### config.mk
export PLATFORM = sky130hd
export DESIGN_NAME = cascade_counter
export DESIGN_NICKNAME = d
export VERILOG_FILES = /design/src/rtl/ucnt_pkg.sv /design/src/rtl/ucnt_mode_dec.sv /design/src/rtl/ucnt_count_reg.sv /design/src/rtl/ucnt_carry_gen.sv /design/src/rtl/cascade_counter.sv
export SDC_FILE = /design/constraint.sdc
export NUM_CORES = 1
export LEC_CHECK = 0
export ABC_AREA = 1
export CAP_MARGIN = 20
export CELL_PAD_IN_SITES_DETAIL_PLACEMENT = 1
export CELL_PAD_IN_SITES_GLOBAL_PLACEMENT = 1
export CORE_MARGIN = 4
export CORE_UTILIZATION = 32
export CTS_CLUSTER_DIAMETER = 150
export CTS_CLUSTER_SIZE = 14
export DETAILED_ROUTE_END_ITERATION = 10
export GPL_ROUTABILITY_DRIVEN = 0
export PLACE_DENSITY_LB_ADDON = 0.05
export SLEW_MARGIN = 20
export SYNTH_ARGS = -nofsm -noshare
export SYNTH_HDL_FRONTEND = slang
export SYNTH_SLANG_ARGS = --single-unit
export TNS_END_PERCENT = 20
### constraint.sdc
create_clock -name clk -period 2 [get_ports clk]
set_clock_uncertainty 0.2 [all_clocks]
set_input_delay 0.5 -clock clk [delete_from_list [all_inputs] [get_ports clk]]
set_output_delay 0.5 -clock clk [all_outputs]
set_load 0.005 [all_outputs]
### src/rtl/ucnt_pkg.sv
package ucnt_pkg;
  typedef enum logic [1:0] {
    M_LOAD = 2'b00,
    M_UP   = 2'b01,
    M_DOWN = 2'b10,
    M_HOLD = 2'b11
  } mode_e;
endpackage

### src/rtl/ucnt_mode_dec.sv
// Mode decoding and the registered look-ahead-carry-in enable.
module ucnt_mode_dec (
  input  logic       clk,
  input  logic       rst,
  input  logic [1:0] mode,
  input  logic       cin_n,
  input  logic       lacin_n,
  output logic       do_load,
  output logic       sel_up,
  output logic       sel_down,
  output logic       step_up,
  output logic       step_down
);
  import ucnt_pkg::*;

  logic  lac_q;
  logic  step_ok;
  mode_e m;

  always_ff @(posedge clk or posedge rst) begin
    if (rst) lac_q <= 1'b1;
    else     lac_q <= lacin_n;
  end

  assign step_ok = ~(cin_n | lac_q);
  assign m       = mode_e'(mode);

  always_comb begin
    do_load  = 1'b0;
    sel_up   = 1'b0;
    sel_down = 1'b0;
    unique case (m)
      M_LOAD: do_load  = 1'b1;
      M_UP:   sel_up   = 1'b1;
      M_DOWN: sel_down = 1'b1;
      default: ;
    endcase
  end

  assign step_up   = sel_up & step_ok;
  assign step_down = sel_down & step_ok;
endmodule

### src/rtl/ucnt_count_reg.sv
// Count register with its next-state computation.
module ucnt_count_reg #(
  parameter int WIDTH = 6
) (
  input  logic             clk,
  input  logic             rst,
  input  logic             do_load,
  input  logic             step_up,
  input  logic             step_down,
  input  logic [WIDTH-1:0] data,
  output logic [WIDTH-1:0] q_next,
  output logic [WIDTH-1:0] q
);
  localparam logic [WIDTH-1:0] ONE = WIDTH'(1);

  always_comb begin
    if (do_load)        q_next = data;
    else if (step_up)   q_next = q + ONE;
    else if (step_down) q_next = q - ONE;
    else                q_next = q;
  end

  always_ff @(posedge clk or posedge rst) begin
    if (rst) q <= '0;
    else     q <= q_next;
  end
endmodule

### src/rtl/ucnt_carry_gen.sv
// Registered terminal and look-ahead flags, carry-in gating for cascades.
module ucnt_carry_gen #(
  parameter int WIDTH = 6
) (
  input  logic             clk,
  input  logic             rst,
  input  logic             sel_up,
  input  logic             sel_down,
  input  logic             step_up,
  input  logic             step_down,
  input  logic             cin_n,
  input  logic [WIDTH-1:0] q_next,
  output logic             cout_n,
  output logic             cout_p,
  output logic             lacout_n
);
  localparam logic [WIDTH-1:0] TOP    = {WIDTH{1'b1}};
  localparam logic [WIDTH-1:0] PRE_UP = TOP - WIDTH'(1);
  localparam logic [WIDTH-1:0] PRE_DN = WIDTH'(1);

  logic tc_q;
  logic tc_next;
  logic lac_next;

  assign tc_next  = (sel_up & (q_next == TOP)) | (sel_down & (q_next == '0));
  assign lac_next = (step_up & (q_next == PRE_UP)) | (step_down & (q_next == PRE_DN));

  always_ff @(posedge clk or posedge rst) begin
    if (rst) begin
      tc_q     <= 1'b0;
      lacout_n <= 1'b1;
    end else begin
      tc_q     <= tc_next;
      lacout_n <= ~lac_next;
    end
  end

  assign cout_p = tc_q & ~cin_n;
  assign cout_n = ~cout_p;
endmodule

### src/rtl/cascade_counter.sv
module cascade_counter #(
  parameter int WIDTH = 6
) (
  input  logic             clk,
  input  logic             rst,
  input  logic [1:0]       mode,
  input  logic [WIDTH-1:0] data,
  input  logic             cin_n,
  input  logic             lacin_n,
  output logic [WIDTH-1:0] q,
  output logic             cout_n,
  output logic             cout_p,
  output logic             lacout_n
);
  logic             do_load, sel_up, sel_down, step_up, step_down;
  logic [WIDTH-1:0] q_next;

  ucnt_mode_dec u_dec (
    .clk(clk), .rst(rst), .mode(mode), .cin_n(cin_n), .lacin_n(lacin_n),
    .do_load(do_load), .sel_up(sel_up), .sel_down(sel_down),
    .step_up(step_up), .step_down(step_down)
  );

  ucnt_count_reg #(.WIDTH(WIDTH)) u_cnt (
    .clk(clk), .rst(rst), .do_load(do_load), .step_up(step_up),
    .step_down(step_down), .data(data), .q_next(q_next), .q(q)
  );

  ucnt_carry_gen #(.WIDTH(WIDTH)) u_car (
    .clk(clk), .rst(rst), .sel_up(sel_up), .sel_down(sel_down),
    .step_up(step_up), .step_down(step_down), .cin_n(cin_n),
    .q_next(q_next), .cout_n(cout_n), .cout_p(cout_p), .lacout_n(lacout_n)
  );
endmodule

==> results of run 1 <==
==> cells in the final DEF (no fill, tap or decap), types with 5 or more instances in the layout <==
cell / Yosys / layout
nand2_1: 51 / 47
nand3_1: 22 / 19
inv_1: 15 / 15
buf_4: 0 / 15
clkdlybuf4s50_1: 0 / 14
nor2_1: 14 / 12
nand2_2: 7 / 11
or2_2: 6 / 6
nor2_4: 2 / 5
nand3_2: 2 / 5
dfrtp_1: 7 / 5
==> cell type report <==
class	instances	area share, %
Inverter	18	5.42
Sequential cell	9	18.5
Clock buffer	4	2.11
Multi-Input combinational cell	109	45.4
Timing Repair Buffer	35	25.6
Tap cell	30	3.01
==> report_power, final <==
group / internal, mW / switching [mW]
sequential: 0.205 / 0.0271
combinational: 0.139 / 0.154
clock: 0.0770 / 0.0671
==> flip-flops by register name, indices dropped and copies added, names as in the netlist <==
signal,cells
u_car.lacout_n,1
u_car.tc_q,1
u_cnt.q,6
u_dec.lac_q,1
==> stage by stage <==
stage          worst slack, ps  util (%)  area (µm²)  TNS [ps]
6_report                  58.3      50.4        1250         0
5_1_grt                   5.69      50.4        1250         0
2_1_floorplan              349         -         831         0
4_1_cts                  -66.9      47.9        1190      -126
3_3_place_gp              -358      46.5        1150     -1940
3_5_place_dp              -422      46.5        1150     -2370
==> cells by family after synthesis <==
| logic type | count (synthesis) |
|---|---|
| adders and majority gates | 2 |
| buffers and inverters | 19 |
| DFF | 9 |
| and+or+nand+nor | 107 |
==> repair_timing <==
action / 4_1_cts / 5_1_grt
endpoints found under the setup margin: 4 / 6
pin swaps: 1 / 7
gates resized for setup: 8 / 14
hold buffers: 0 / 0
buffers inserted: 0 / 2
==> per-layer routing <==
metal	track usage (%)	vias to the layer above	part of all wire, %
met5	0	-	0
met4	5.83	0	2.5
met3	1.32	7	3.6
met2	31.9	19	51
met1	20.8	452	43
li1	-	495	-
==> final timing paths <==
kind | startpoint | to | slack (ps) | cells after the start
max | u_cnt.q[2] | q[2] | 60 | 1
min | rst | u_car.tc_q | 310 | 2
max reg2reg | u_cnt.q[0] | u_car.tc_q | 200 | 13
min reg2reg | u_cnt.q[5] | u_cnt.q[5] | 440 | 3
max in group asynchronous | rst | u_car.lacout_n | 980 | 2
min in group clk | u_cnt.q[5] | u_cnt.q[5] | 440 | 3
==> flow_summary.ini, run 1 <==
[die]
initial_core_util_pct = 33.5
die_y_um = 59.0
ioPinCount = 21
core_area_um2 = 2480
die_area_um2 = 3480
die_x_um = 59.0
std_cell_rows = 18

[route]
drt_iter0_markers = 39
ant_nets = 0
drc = 0
wirelength_mm = 2.65
vias_per_cell = 4.75
vias = 973
first_pass_iters = 3
routedWlPerCell_um = 12.9

[grt]
grt_max_degree = 11
grt-ovfl-total = 0
grt_pass1_wl_mm = 4.60
grt_pass1_vias = 1060
antenna_found_initial = 0
grt_use_total_pct = 17.3

[logic_synthesis]
syn_avg_cell_area_um2 = 6.06
synthFlopType = dfrtp_1
yosysWarnings = 0
yosys.cell_count.top_type = nand2_1
yosysTopAreaCell = nand2_1
synth_compound_area_share_pct = 0
syn_inst = 137
synth_top_family_by_area = simple AND/OR/NAND/NOR gates
ys_ff_latch = 9
synth_common_cells = nand2_1, nand3_1, inv_1
synth_top_cell_area_share_pct = 23.0
syn_nets = 151
synth_area_um2 = 831
synth_xor_area_share_pct = 0
yosysUniqueCellTypes = 14
ys_seq_area_share_pct = 27.4
synth_area_leaders = nand2_1, dfrtp_1, nand3_1
muxShareOfSynthArea_pct = 0
synth_edf_count = 0
yosys.area_share.simple_pct = 59.8
synth-adder-area-share_pct = 3.01
async_flop_share_pct = 100

[cts]
cts_max_path_buffers = 2
numCtsBuffers = 3
cts-root-buf = clkbuf_4
htreeDepth = 1
clk_pin_slew_worst_paths_ps = 70
clock_latency_ps = 260
cts_tree = built
cts_num_sinks = 9

[sta]
tightest_slew_ps = 373
max_freq_mhz = 515
period_minus_slack_ps = 1940
hold_ws_ps = 311
rsz0062_at_grt = false
hold_violations = 0
slew_violations = 0
min_period_over_period_pct = 97.1
finalSetupViolCount = 0
slew_headroom_pct = 75.1

[hold_path]
hold_path.class = primary input to async pin

[final_layout]
nFillCells = 358
antenna_cells = 0
regArea_um2 = 230
multiInputGateArea_um2 = 567
syn_to_final_growth_pct = 50.2
layout-drive-gt1-share_pct = 31.4
stdcell_count = 205
final_nets = 190

[power_and_ir_drop]
powerDensity_nw_per_um2 = 536
irDropWorstVdd_v = 0.000251
p_leak_nw = 0.664
fin_total_pwr_mw = 0.669

[worst_setup_path]
path_class = register to output pin
path_cells = clkdlybuf4s50_1
slowest_stage = clkdlybuf4s50_1
critPathMaxFanout = 6
max_stage_delay_ps = 540
critPathCaptureType = output pin
worstPathArrival_ps = 1240
cp_num_buf_inv = 1
start_kind = register
worstPathRequired_ps = 1300
critPathTopFamily = buffers and inverters

[placed_design]
port_buffers = 20
hpwl_mm = 2.20
dp.cells = 199

[run]
max_cap_viol_count = 0

[outcome]
status = finished clean
(Power assumes the default switching activity.)
==> run 2, diff against run 1 <==
--- a/config.mk
+++ b/config.mk
@@ -12,7 +12,7 @@
 export CORE_MARGIN = 4
 export CORE_UTILIZATION = 32
 export CTS_CLUSTER_DIAMETER = 150
-export CTS_CLUSTER_SIZE = 14
+export CTS_CLUSTER_SIZE = 24
 export DETAILED_ROUTE_END_ITERATION = 10
 export GPL_ROUTABILITY_DRIVEN = 0
 export PLACE_DENSITY_LB_ADDON = 0.05
==> results of run 2 <==
Final layout, timing and power as in run 1 (identical DEF).
